### src/rtl/sram_async_ctrl_pkg.sv
package sram_async_ctrl_pkg;

    typedef enum logic [2:0] {
        ST_IDLE       = 3'd0,
        ST_RD_ACCESS  = 3'd1,
        ST_RD_DONE    = 3'd2,
        ST_WR_SETUP   = 3'd3,
        ST_WR_PULSE   = 3'd4,
        ST_WR_RECOVER = 3'd5,
        ST_TURN       = 3'd6
    } ctrl_state_e;

    // Round a nanosecond limit up to whole clock cycles, never below one.
    function automatic int ns_to_cyc(input int lim_ns, input int period_ns);
        int c;
        c = (lim_ns + period_ns - 1) / period_ns;
        return (c < 1) ? 1 : c;
    endfunction

    function automatic int max2(input int a, input int b);
        return (a > b) ? a : b;
    endfunction

endpackage

### src/rtl/sram_async_ctrl_timer.sv
module sram_async_ctrl_timer #(
    parameter int CNT_W = 2
) (
    input  logic             clk,
    input  logic             rst_n,
    input  logic             load,
    input  logic [CNT_W-1:0] load_val,
    output logic             done
);
    logic [CNT_W-1:0] cnt_d, cnt_q;

    assign done = (cnt_q == '0);

    always_comb begin
        if (load)      cnt_d = load_val;
        else if (done) cnt_d = cnt_q;
        else           cnt_d = cnt_q - 1'b1;
    end

    always_ff @(posedge clk or negedge rst_n) begin
        if (!rst_n) cnt_q <= '0;
        else        cnt_q <= cnt_d;
    end
endmodule

### src/rtl/sram_async_ctrl_rdcap.sv
module sram_async_ctrl_rdcap #(
    parameter int DATA_W = 8
) (
    input  logic              clk,
    input  logic              rst_n,
    input  logic              stb,
    input  logic [DATA_W-1:0] din,
    output logic [DATA_W-1:0] dout,
    output logic              vld
);
    logic [DATA_W-1:0] byte_d, byte_q;
    logic              vld_d, vld_q;

    always_comb begin
        byte_d = stb ? din : byte_q;
        vld_d  = stb;
    end

    always_ff @(posedge clk or negedge rst_n) begin
        if (!rst_n) begin
            byte_q <= '0;
            vld_q  <= 1'b0;
        end else begin
            byte_q <= byte_d;
            vld_q  <= vld_d;
        end
    end

    assign dout = byte_q;
    assign vld  = vld_q;
endmodule

### src/rtl/sram_async_ctrl.sv
module sram_async_ctrl
    import sram_async_ctrl_pkg::*;
#(
    parameter int ADDR_W        = 17,
    parameter int DATA_W        = 8,
    parameter int CLK_PERIOD_NS = 20,
    parameter int T_ACC_NS      = 10,
    parameter int T_WP_NS       = 7,
    parameter int T_DW_NS       = 5,
    parameter int T_HZ_NS       = 3
) (
    input  logic              clk,
    input  logic              rst_n,
    input  logic              req_valid,
    output logic              req_ready,
    input  logic              req_write,
    input  logic [ADDR_W-1:0] req_addr,
    input  logic [DATA_W-1:0] req_wdata,
    output logic              rsp_valid,
    output logic [DATA_W-1:0] rsp_rdata,
    output logic [ADDR_W-1:0] mem_addr,
    output logic              mem_ce_n,
    output logic              mem_we_n,
    output logic              mem_oe_n,
    output logic [DATA_W-1:0] mem_dq_o,
    output logic              mem_dq_oe,
    input  logic [DATA_W-1:0] mem_dq_i
);
    localparam int RD_CYC   = ns_to_cyc(T_ACC_NS, CLK_PERIOD_NS);
    localparam int WP_CYC   = ns_to_cyc(max2(T_WP_NS, T_DW_NS), CLK_PERIOD_NS);
    localparam int TURN_CYC = ns_to_cyc(T_HZ_NS, CLK_PERIOD_NS);
    localparam int MAX_CYC  = max2(RD_CYC, max2(WP_CYC, TURN_CYC));
    localparam int CNT_W    = $clog2(MAX_CYC + 1);

    localparam logic [CNT_W-1:0] RD_LOAD   = CNT_W'(RD_CYC - 1);
    localparam logic [CNT_W-1:0] WP_LOAD   = CNT_W'(WP_CYC - 1);
    localparam logic [CNT_W-1:0] TURN_LOAD = CNT_W'(TURN_CYC - 1);

    typedef struct packed {
        ctrl_state_e       st;
        logic [ADDR_W-1:0] addr;
        logic [DATA_W-1:0] wdata;
        logic              ce_n;
        logic              we_n;
        logic              oe_n;
        logic              dq_oe;
        logic              last_rd;
    } regs_t;

    regs_t            r_d, r_q;
    logic             tmr_load;
    logic [CNT_W-1:0] tmr_val;
    logic             tmr_done;
    logic             cap_stb;

    always_comb begin
        r_d      = r_q;
        tmr_load = 1'b0;
        tmr_val  = '0;
        cap_stb  = 1'b0;
        case (r_q.st)
            ST_IDLE: begin
                r_d.ce_n  = 1'b1;
                r_d.we_n  = 1'b1;
                r_d.oe_n  = 1'b1;
                r_d.dq_oe = 1'b0;
                if (req_valid) begin
                    r_d.addr = req_addr;
                    if (req_write) begin
                        r_d.wdata   = req_wdata;
                        r_d.last_rd = 1'b0;
                        if (r_q.last_rd) begin
                            r_d.st   = ST_TURN;
                            tmr_load = 1'b1;
                            tmr_val  = TURN_LOAD;
                        end else begin
                            r_d.st    = ST_WR_SETUP;
                            r_d.ce_n  = 1'b0;
                            r_d.dq_oe = 1'b1;
                        end
                    end else begin
                        r_d.st      = ST_RD_ACCESS;
                        r_d.ce_n    = 1'b0;
                        r_d.oe_n    = 1'b0;
                        r_d.last_rd = 1'b1;
                        tmr_load    = 1'b1;
                        tmr_val     = RD_LOAD;
                    end
                end
            end
            ST_RD_ACCESS: begin
                if (tmr_done) begin
                    cap_stb  = 1'b1;
                    r_d.st   = ST_RD_DONE;
                    r_d.ce_n = 1'b1;
                    r_d.oe_n = 1'b1;
                end
            end
            ST_RD_DONE: r_d.st = ST_IDLE;
            ST_TURN: begin
                if (tmr_done) begin
                    r_d.st    = ST_WR_SETUP;
                    r_d.ce_n  = 1'b0;
                    r_d.dq_oe = 1'b1;
                end
            end
            ST_WR_SETUP: begin
                r_d.st   = ST_WR_PULSE;
                r_d.we_n = 1'b0;
                tmr_load = 1'b1;
                tmr_val  = WP_LOAD;
            end
            ST_WR_PULSE: begin
                if (tmr_done) begin
                    r_d.st   = ST_WR_RECOVER;
                    r_d.we_n = 1'b1;
                end
            end
            ST_WR_RECOVER: begin
                r_d.st    = ST_IDLE;
                r_d.ce_n  = 1'b1;
                r_d.dq_oe = 1'b0;
            end
            default: begin
                r_d.st    = ST_IDLE;
                r_d.ce_n  = 1'b1;
                r_d.we_n  = 1'b1;
                r_d.oe_n  = 1'b1;
                r_d.dq_oe = 1'b0;
            end
        endcase
    end

    always_ff @(posedge clk or negedge rst_n) begin
        if (!rst_n) begin
            r_q.st      <= ST_IDLE;
            r_q.addr    <= '0;
            r_q.wdata   <= '0;
            r_q.ce_n    <= 1'b1;
            r_q.we_n    <= 1'b1;
            r_q.oe_n    <= 1'b1;
            r_q.dq_oe   <= 1'b0;
            r_q.last_rd <= 1'b0;
        end else begin
            r_q <= r_d;
        end
    end

    sram_async_ctrl_timer #(.CNT_W(CNT_W)) u_timer (
        .clk      (clk),
        .rst_n    (rst_n),
        .load     (tmr_load),
        .load_val (tmr_val),
        .done     (tmr_done)
    );

    sram_async_ctrl_rdcap #(.DATA_W(DATA_W)) u_rdcap (
        .clk   (clk),
        .rst_n (rst_n),
        .stb   (cap_stb),
        .din   (mem_dq_i),
        .dout  (rsp_rdata),
        .vld   (rsp_valid)
    );

    assign req_ready = (r_q.st == ST_IDLE);
    assign mem_addr  = r_q.addr;
    assign mem_ce_n  = r_q.ce_n;
    assign mem_we_n  = r_q.we_n;
    assign mem_oe_n  = r_q.oe_n;
    assign mem_dq_o  = r_q.wdata;
    assign mem_dq_oe = r_q.dq_oe;
endmodule

### config.mk
export PLATFORM = sky130hd
export DESIGN_NAME = sram_async_ctrl
export DESIGN_NICKNAME = d
export VERILOG_FILES = /design/src/rtl/sram_async_ctrl_pkg.sv /design/src/rtl/sram_async_ctrl_timer.sv /design/src/rtl/sram_async_ctrl_rdcap.sv /design/src/rtl/sram_async_ctrl.sv
export SDC_FILE = /design/constraint.sdc
export NUM_CORES = 1
export LEC_CHECK = 0
export BUFFER_PORTS_ARGS = -buffer_cell sky130_fd_sc_hd__buf_2
export CAP_MARGIN = 20
export CELL_PAD_IN_SITES_DETAIL_PLACEMENT = 2
export CELL_PAD_IN_SITES_GLOBAL_PLACEMENT = 2
export CORE_UTILIZATION = 32
export CTS_BUF_LIST = sky130_fd_sc_hd__clkbuf_8
export DETAILED_ROUTE_END_ITERATION = 10
export PLACE_DENSITY = 0.91
export SLEW_MARGIN = 20
export SYNTH_ARGS = -nofsm -noshare
export SYNTH_HDL_FRONTEND = slang
export SYNTH_SLANG_ARGS = --single-unit
export TNS_END_PERCENT = 30
### constraint.sdc
create_clock -name clk -period 1.9 [get_ports clk]
set_input_delay 0.19 -clock clk [delete_from_list [all_inputs] [get_ports clk]]
set_output_delay 0.19 -clock clk [all_outputs]
set_load 0.01 [all_outputs]
==> results list, run 1 <==
* Initial antenna violation count: 0
- Worst Skew: 0.00580 ns
* Count of different cell masters after synthesis: 27
* Area of combinational cells with multiple inputs: 691 um2
- Dividing the detail-routed via count by the number of cells gives 4.56.
- For this block, the via count after detailed routing is 1301.
- Beginning of the worst register-to-register path: r_q[30]
- Final RePlAce weighted congestion: 0.772
- On the critical path, the stage with the largest delay is an instance of dfrtp_1.
- Worst IR drop on VDD: 0.569 mV
- The worst hold path begins at req_addr[11].
- The mapped netlist covers 0.00199 mm2.
* Final setup violation count: 0
- Count of final max-slew check failures: 0
* Overall global routing resource usage: 14.0%
* Share of the synthesized area in the top cell type: 49.1%
* Transition time of the tightest slew-check pin: 0.526 ns
- Overflow left after global routing: 0
- CTS placed an instance of clkbuf_8 at the clock tree root.
* Category of the worst setup path capture point: flip-flop
* Number of rows in the core area: 28
- Wire length reported by the detailed router: 4320 um
* Standard cell area after detailed placement: 0.00227 mm2
* Clock latency of the later-clocked register in the worst-skew pair: 0.29 ns
- Utilization after layout: 40.5%
- Gate count after technology mapping: 150
* Net count of the mapped netlist: 192
- Area of the placeable core: 0.00596 mm2
- Count of placed standard cells including taps: 274
- During synthesis, Yosys emitted a total of 0 warnings.
- Horizontal die dimension: 80.8 um
* Antenna diodes: 0
- Overall power consumption after layout is estimated at 4.15 mW.
* Final routed DRC violation total: 0
- Required time at the worst-slack endpoint: 2.08 ns
- Worst-case hold slack: 0.114 ns
* Setup TNS: 0 ns
- In this design, the stage delay of the slowest critical-path cell is 0.44 ns.
- Clock-pin slew was measured on the worst setup and hold paths at 0.08 ns.
* Clock Tree Buf Depth: 2
- Nets: 251
- Clock period minus worst slack: 1.77 ns
* Total non-filler cell area in the finished layout: 0.00241 mm2
* Amount of wire on met2 after detailed routing: 2230 um
* Storage element area: 0.00105 mm2
* Run status: complete, no violations
- Dividing the detail-routed wire length by the instance count gives 15.2 um.
- Via count of the first global-routing pass: 1363
- Relative to the synthesized area, the layout overhead comes to 21.4%.
* Share of the clock period used by the worst path after layout: 93.4%
- Number of sinks driven by the clock tree: 42
- WL met1: 1730 um
* DPL Wire Length: 3400 um
* Synthesized area divided by synthesized cell count: 13.2 um2
- Startpoint Class: flip-flop
- In the final layout, the share of cells above drive strength 1 is 60.5%.
- Die Ht: 80.8 um
- Detailed Routing Iterations Pass 1: 4
* Total power divided by cell area: 1720 mW/mm2
- Tracing the worst setup path back leads to its startpoint at r_q[30].
- Critical path start-end classification: flip-flop to flip-flop
* Number of primary I/O pins: 76
- Once layout is complete, the cells apart from fillers number 285.
- Total of flip-flops plus latches after synthesis: 42
- The path class of the tightest hold or removal check is primary input to flip-flop.
- Iteration-0 DRC count of the detailed router: 14
- The floorplan step defined a die boundary enclosing 0.00652 mm2.
- Final-report hold violation count: 0
- For this run, the top clock speed supported by timing is 0.564 GHz.
* Post-layout worst setup margin: 0.126 ns
* Leakage dissipation: 1.20 nW
- Initial Utilization: 33.3%
- The count of nets left with antenna violations once routing finished came out at 0.
- WL met3: 305 um
- Clock tree synthesis inserted a total of 5 buffers.
* Count of filler cells inserted in the layout: 637
* Wire length of the first global-routing pass: 6710 um
- Entering global routing, the biggest net connects 24 pins.
- The signal on the critical path passes through inv_1 -> ha_2 -> nor2b_4 -> buf_4 -> nand3_4 -> mux2_4.
* RSZ-0062 raised after global routing: false
- TritonCTS built the clock tree.
- Max-cap violations in this run came to 0.
* Data arrival time at the worst-slack endpoint: 1.96 ns
- In this run the worst path has a maximum fanout of 11.
* Worst slack at placement: 0.00421 ns
- Register area share after synthesis: 53.1%
* Max-slew headroom: 64.9%
- CTS built an H-tree with a depth of 2.
- Most area-hungry cell type in the Yosys netlist: dfrtp_1
* Max layer used: met4
* Area contributors post-synth: dfrtp_1, mux2_2, buf_4
* Quantity of I/O buffers inserted on ports: 75
-- layout by cell type (no fill, tap or decap), types with 2 or more instances in the layout --
cell type,Yosys,routed
nor2b_1,3,3
nor2_1,3,3
o21ai_0,3,3
mux2_1,2,2
buf_2,2,75
dfstp_2,3,3
mux2_4,8,8
inv_1,5,6
nand2_1,5,5
a21oi_1,5,5
o31ai_1,3,3
ha_1,5,4
a21boi_0,2,2
mux2_2,24,24
clkbuf_8,0,5
dfrtp_1,39,39
buf_4,25,5
-- kinds of logic (layout without fill, tap and decap cells) --
| group | after synthesis | in the layout | synth area share, % |
|---|---|---|---|
| flip-flops | 42 | 42 | 53.1 |
| buffers and inverters | 35 | 95 | 12.6 |
| multiplexers | 34 | 34 | 20.8 |
| AO/OA/AOI/OAI | 17 | 17 | 5.42 |
| AND/OR/NAND/NOR | 17 | 17 | 4.92 |
| adder cells (fa/ha/maj) | 5 | 5 | 3.15 |
-- worst max-delay path: cells and delay by family (launching register included) --
kind / cells / cell delay, ns
AND/OR/NAND/NOR: 2 / 0.36
multiplexers: 1 / 0.35
buffers and inverters: 2 / 0.27
flip-flops: 1 / 0.44
adder cells (fa/ha/maj): 1 / 0.24
-- synthesized netlist by cell type --
library cell / n
dfrtp_1: 39
buf_4: 25
mux2_2: 24
mux2_4: 8
a21oi_1: 5
ha_1: 5
inv_1: 5
nand2_1: 5
buf_6: 3
dfstp_2: 3
nor2_1: 3
nor2b_1: 3
o21ai_0: 3
o31ai_1: 3
a21boi_0: 2
buf_2: 2
mux2_1: 2
a31oi_1: 1
nand2_2: 1
nand2b_1: 1
nand3_2: 1
nand3b_1: 1
nor2b_4: 1
nor3_1: 1
o22a_1: 1
o22ai_1: 1
o31a_1: 1
-- cell type report --
class / instances / area share, %
inverter: 5 / 0.778
tap: 75 / 3.89
timing repair buffer: 82 / 18.4
clock inverter: 3 / 1.71
multi-input combinational: 73 / 28.6
sequential: 42 / 43.7
clock buffer: 5 / 2.85
-- per-layer routing --
| metal | GRT usage [%] | vias up |
|---|---|---|
| met5 | 0 | - |
| met4 | 4.29 | 0 |
| met3 | 4.61 | 6 |
| met2 | 24.7 | 52 |
| met1 | 16.1 | 647 |
| li1 | - | 596 |
-- registers in the layout (all words and copies together) (netlist names) --
register,count
mem_dq_o,8
r_q,4
mem_ce_n,1
mem_we_n,1
u_rdcap.dout,8
mem_addr,17
u_rdcap.vld,1
mem_dq_oe,1
mem_oe_n,1
-- path summary, 6_finish.rpt --
kind                                         to  slack, ns  cells after the start
max in group asynchronous           mem_addr[5]       0.94                      3
min in group asynchronous       u_rdcap.dout[1]       0.41                      2
worst max-delay path                mem_dq_o[0]       0.13                      6
worst min register to register         mem_ce_n       0.48                      2
worst max register to register      mem_dq_o[0]       0.13                      6
worst min-delay path               mem_addr[11]       0.11                      2
-- power breakdown --
group | internal (mW) | switching [mW] | leakage (nW) | total [mW]
clock network | 0.387 | 0.301 | 0.0556 | 0.687
logic | 0.981 | 0.854 | 0.648 | 1.83
registers | 1.35 | 0.273 | 0.496 | 1.63
total | 2.72 | 1.43 | 1.20 | 4.15
-- repair_timing --
| action | in CTS | in global routing |
|---|---|---|
| resized for setup | 1 | 1 |
| buffers inserted | 0 | 2 |
| endpoints found under the hold margin | 18 | 0 |
| endpoints found under the setup margin | 2 | 14 |
| hold buffers | 1 | 0 |
| gates cloned | 0 | 0 |
(Power assumes the default switching activity.)
==> inputs of run 2 (changes only) <==
==> constraint.sdc (replaced) <==
create_clock -name clk -period 1.9 [get_ports clk]
set_input_delay 0.19 -clock clk [delete_from_list [all_inputs] [get_ports clk]]
set_output_delay 0.19 -clock clk [all_outputs]
set_load 0.05 [all_outputs]
==> results list, run 2 (synthesis results as in run 1) <==
- Run status: complete, no violations
- The path class of the tightest hold or removal check is primary input to flip-flop.
- Nets: 250
* Worst Skew: 0.00559 ns
- Summing all placed instances gives a cell area of 0.00227 mm2.
- Initial antenna violation count: 0
- Number of rows in the core area: 28
- Relative to the synthesized area, the layout overhead comes to 21.0%.
- Category of the worst setup path capture point: flip-flop
- The first detailed-routing pass ran for 4 iterations.
* Clock latency of the later-clocked register in the worst-skew pair: 0.29 ns
* Number of primary I/O pins: 76
- Dividing the detail-routed via count by the number of cells gives 4.56.
* F_max: 0.562 GHz
* Critical path start-end classification: flip-flop to flip-flop
* Number of sinks driven by the clock tree: 42
- # H-tree levels: 2
* Worst-case hold slack: 0.113 ns
* Post-CTS clock slew at the launch and capture registers of the worst setup and hold paths: 0.08 ns
* Overflow left after global routing: 0
- Cells with a size suffix above 1 make up 60.3% of the layout.
* TritonCTS clock tree: done
* Setup TNS: 0 ns
- Wires add up to 4320 um.
- Across the run, the number of max-cap violations was 0.
- The die covers 0.00652 mm2.
- After layout, the minimum clock period comes to 1.78 ns.
- Share of the clock period used by the worst path after layout: 93.6%
- Pin count of the biggest net entering global routing: 24
- Final routed DRC violation total: 0
- The number of max-slew violations in the final report is 0.
- Area of the placeable core: 0.00596 mm2
- For this configuration, the core starts out at a cell density of 33.3%.
- Max-slew headroom: 64.8%
* Wire length of the first global-routing pass: 6710 um
- Die Ht: 80.8 um
- STA classifies the critical path startpoint as a flip-flop.
- TritonCTS created 5 clock buffers.
* Biggest fanout along the worst timing path: 11
- Final RePlAce weighted congestion: 0.772
* Final setup violation count: 0
- Summed over all nets, the half-perimeter wirelength after detailed placement is 3400 um.
- The repair_antennas step left the layout with diodes totalling 0.
- The number of hold-slack violations in the final timing report was 0.
* RSZ-0062 raised after global routing: false
* Horizontal die dimension: 80.8 um
- Global routing consumed, over all layers together, 14.0% of the routing resources.
- At the pin with the least slew margin, the transition time is 0.528 ns.
- Iteration-0 DRC count of the detailed router: 15
* Total non-filler cell area in the finished layout: 0.00240 mm2
* Number of flip-flops under the largest register name: 17
* Total number of vias: 1296
- Dividing the detail-routed wire length by the instance count gives 15.2 um.
- For the worst setup path, the data required time is 2.08 ns.
- The count of nets left with antenna violations once routing finished came out at 0.
- Clock Tree Buf Depth: 2
- During placement, the flow inserted port buffers numbering 75.
- Leading cell type in the layout, fill and taps excluded: buf_2
- Via count of the first global-routing pass: 1363
- Root buffer cell: clkbuf_8
- The top cell types in the final layout, fill and taps aside, are buf_2, dfrtp_1, mux2_2, mux2_4, inv_1.
* Data arrival time at the worst-slack endpoint: 1.96 ns
==> run 2: changes by cell type in the layout (fill, tap and decap cells not counted) <==
cell   change
buf_4      -1
==> run 2: timing repair <==
item / CTS / global route
endpoints found under the hold margin: 18 / 0
hold buffers: 1 / 0
buffers inserted: 0 / 1
setup endpoints to repair: 2 / 15
gates resized for setup: 1 / 1
==> run 2: cell type report <==
cell class	count	area [um2]
Clock inverter	3	41.3
Fill cell	637	3550
Sequential cell	42	1050
Multi-Input combinational cell	73	691
Inverter	5	18.8
Clock buffer	5	68.8
Timing Repair Buffer	81	435
Tap cell	75	93.8
==> run 2: worst paths after layout <==
kind	to	startpoint	depth (start not counted)	slack, ns
setup / recovery	mem_dq_o[0]	r_q[30]	6	0.12
hold / removal	mem_addr[11]	req_addr[11]	2	0.11
setup reg to reg	mem_dq_o[0]	r_q[30]	6	0.12
hold reg to reg	mem_ce_n	mem_ce_n	2	0.48
max in group asynchronous	mem_addr[5]	rst_n	3	0.94
min in group asynchronous	u_rdcap.dout[1]	rst_n	2	0.41
==> run 2: per-stage QoR <==
stage / utilization (%) / std cells / worst slack [ns]
after floorplan: - / 150 / 0.0971
after global placement: 38.0 / 274 / 0.123
after global routing: 40.4 / 284 / 0.00296
final: 40.4 / 284 / 0.122
after CTS: 40.2 / 283 / 0.0150
after detailed placement: 38.0 / 274 / 0.00421
==> run 2: layer usage <==
metal,track usage (%),wire [um]
met3,4.61,305
met4,4.29,46
met5,0,0
met1,16.1,1730
met2,24.7,2230
==> run 2: worst max-delay path, stage by stage (launching register included) <==
cell and delay (ns):
dfrtp_1 0.44, inv_1 0.13, ha_2 0.24, nor2b_4 0.19, buf_4 0.14, nand3_4 0.18, mux2_4 0.35
Power of run 2 is left out: the tool's default activity adds up to more than one toggle a clock period on the data nets, which glitch-free logic cannot reach.
==> inputs of run 3 (changes only) <==
--- a/config.mk
+++ b/config.mk
@@ -9,6 +9,7 @@
 export CAP_MARGIN = 20
 export CELL_PAD_IN_SITES_DETAIL_PLACEMENT = 2
 export CELL_PAD_IN_SITES_GLOBAL_PLACEMENT = 2
+export CORE_ASPECT_RATIO = 1.4
 export CORE_UTILIZATION = 32
 export CTS_BUF_LIST = sky130_fd_sc_hd__clkbuf_8
 export DETAILED_ROUTE_END_ITERATION = 10
==> results list, run 3 (synthesis results as in run 1) <==
- Number of max-cap violations: 0
- Setup violations remaining at the end of the flow were counted as 0.
- Number of sinks driven by the clock tree: 42
* Root buffer cell: clkbuf_8
- The via count of the first global-routing pass came to 1394.
- Buffers inserted during clock tree synthesis total 5.
- Leading cell type in the layout, fill and taps excluded: buf_2
* Number of primary I/O pins: 76
- Number of post-CTS setup repair buffers: 0
- The first routing iteration left 33 violations.
- The worst setup path is of the flip-flop to primary output kind.
* Detailed Routing Iterations Pass 1: 3
* Nets: 251
- The total overflow left after global routing is 0.
- Number of rows in the core area: 33
* WL met3: 178 um
- The number of hold-slack violations in the final timing report is 0.
* Antenna diodes: 0
- RSZ-0062 raised after global routing: false
* Startpoint Class: flip-flop
* Ratio of cells with drive above 1 in the final layout: 60.5%
- WL met1: 1620 um
* Count of final max-slew check failures: 0
- Number of antenna-violating nets in the routed design: 0
- Pin count of the biggest net entering global routing: 25
* Run status: complete, no violations
- For this block, the via count after detailed routing is 1317.
* Initial antenna violation count: 0
- Once the floorplan was initialized, standard cells occupied 33.6% of the core.
- Overall global routing resource usage: 15.2%
- The floorplan step defined a core boundary enclosing 0.00590 mm2.
* Clock period minus worst slack: 1.75 ns
* TritonCTS clock tree: done
- # H-tree levels: 2
- Setup TNS: 0 ns
- DPL Wire Length: 3570 um
- The area growth from synthesis to layout is 23.3%.
* Max layer used: met4
- Count of filler cells inserted in the layout: 622
- Final RePlAce weighted congestion: 0.797
* Die Ht: 95.2 um
- In this run the worst path has a maximum fanout of 5.
* Amount of wire on met2 after detailed routing: 2700 um
- F_max: 0.571 GHz
* Horizontal die dimension: 68.6 um
* Worst Skew: 0.00777 ns
- In this run the deepest clock path goes through 2 buffers.
- The tightest hold path in the finished design has a slack of 0.118 ns.
* Overall die area: 0.00653 mm2
* Share of the clock period used by the worst path after layout: 92.2%
- Hold/Removal Path Class: primary input to flip-flop
* Post-CTS clock slew at the launch and capture registers of the worst setup and hold paths: 0.08 ns
* Vias per std cell: 4.70
- Wire per inst: 16.4 um
* Max-slew headroom: 68.2%
* Final routed DRC violation total: 0
- STA puts the critical path data arrival time at 1.56 ns.
- Required time at the worst-slack endpoint: 1.71 ns
- Clock latency on the worst-skew pair, taken at its later pin, is 0.30 ns.
- Category of the worst setup path capture point: primary output
- Top library cells by usage in the layout, fill and taps aside: buf_2, dfrtp_1, mux2_2, mux2_4, clkbuf_8
* Number of flip-flops under the largest register name: 17
- Transition time of the tightest slew-check pin: 0.478 ns
* Count of placed standard cells including taps: 271
- The final layout contains routed wiring with a total length of 4600 um.
- Post-route non-filler standard cell count: 280
- Quantity of I/O buffers inserted on ports: 75
- Wire length of the first global-routing pass: 7130 um
-- run 3: worst paths after layout --
check                      depth (start not counted)  slack (ns)              end   startpoint
min in group asynchronous                          2        0.39      mem_dq_o[5]        rst_n
min                                                2        0.12  u_rdcap.dout[2]  mem_dq_i[2]
max reg2reg                                        6        0.23     mem_addr[11]      r_q[30]
max                                                4        0.15        req_ready      r_q[30]
min reg2reg                                        2        0.48         mem_ce_n     mem_ce_n
max in group asynchronous                          3        1.01     mem_addr[10]        rst_n
-- run 3: cell type report --
cell class | instances | area (um2) | area share [%]
multi-input cells | 73 | 688 | 28.1
flip-flops and latches | 42 | 1050 | 43.1
clock buffers | 6 | 82.6 | 3.37
clock inverters | 2 | 60.1 | 2.45
inverters | 5 | 18.8 | 0.767
repair buffers | 82 | 455 | 18.6
well taps | 70 | 87.6 | 3.58
-- run 3: timing repair --
item,in CTS,in global routing
gates resized for setup,0,1
hold endpoints to repair,15,0
endpoints found under the setup margin,0,3
hold buffers,1,0
-- run 3: critical path, stage by stage, from the launching register on --
cell     delay (ns)
dfrtp_1        0.43
inv_1          0.12
ha_1           0.20
nor2b_4        0.22
buf_2          0.29
-- run 3: stage by stage --
stage,instance area [um2],worst slack [ns],util [%]
5_1_grt,2450,0.0578,41.4
2_1_floorplan,1990,0.0971,-
3_3_place_gp,2290,0.208,38.7
3_5_place_dp,2290,0.108,38.7
4_1_cts,2440,0.0852,41.3
6_report,2450,0.148,41.4
-- run 3: per-layer routing --
layer	global-route usage (%)	vias up
li1	-	600
met1	16.4	674
met2	27.7	35
met3	3.23	8
met4	6.42	0
met5	0	-
Power of run 3 is left out for the same reason.
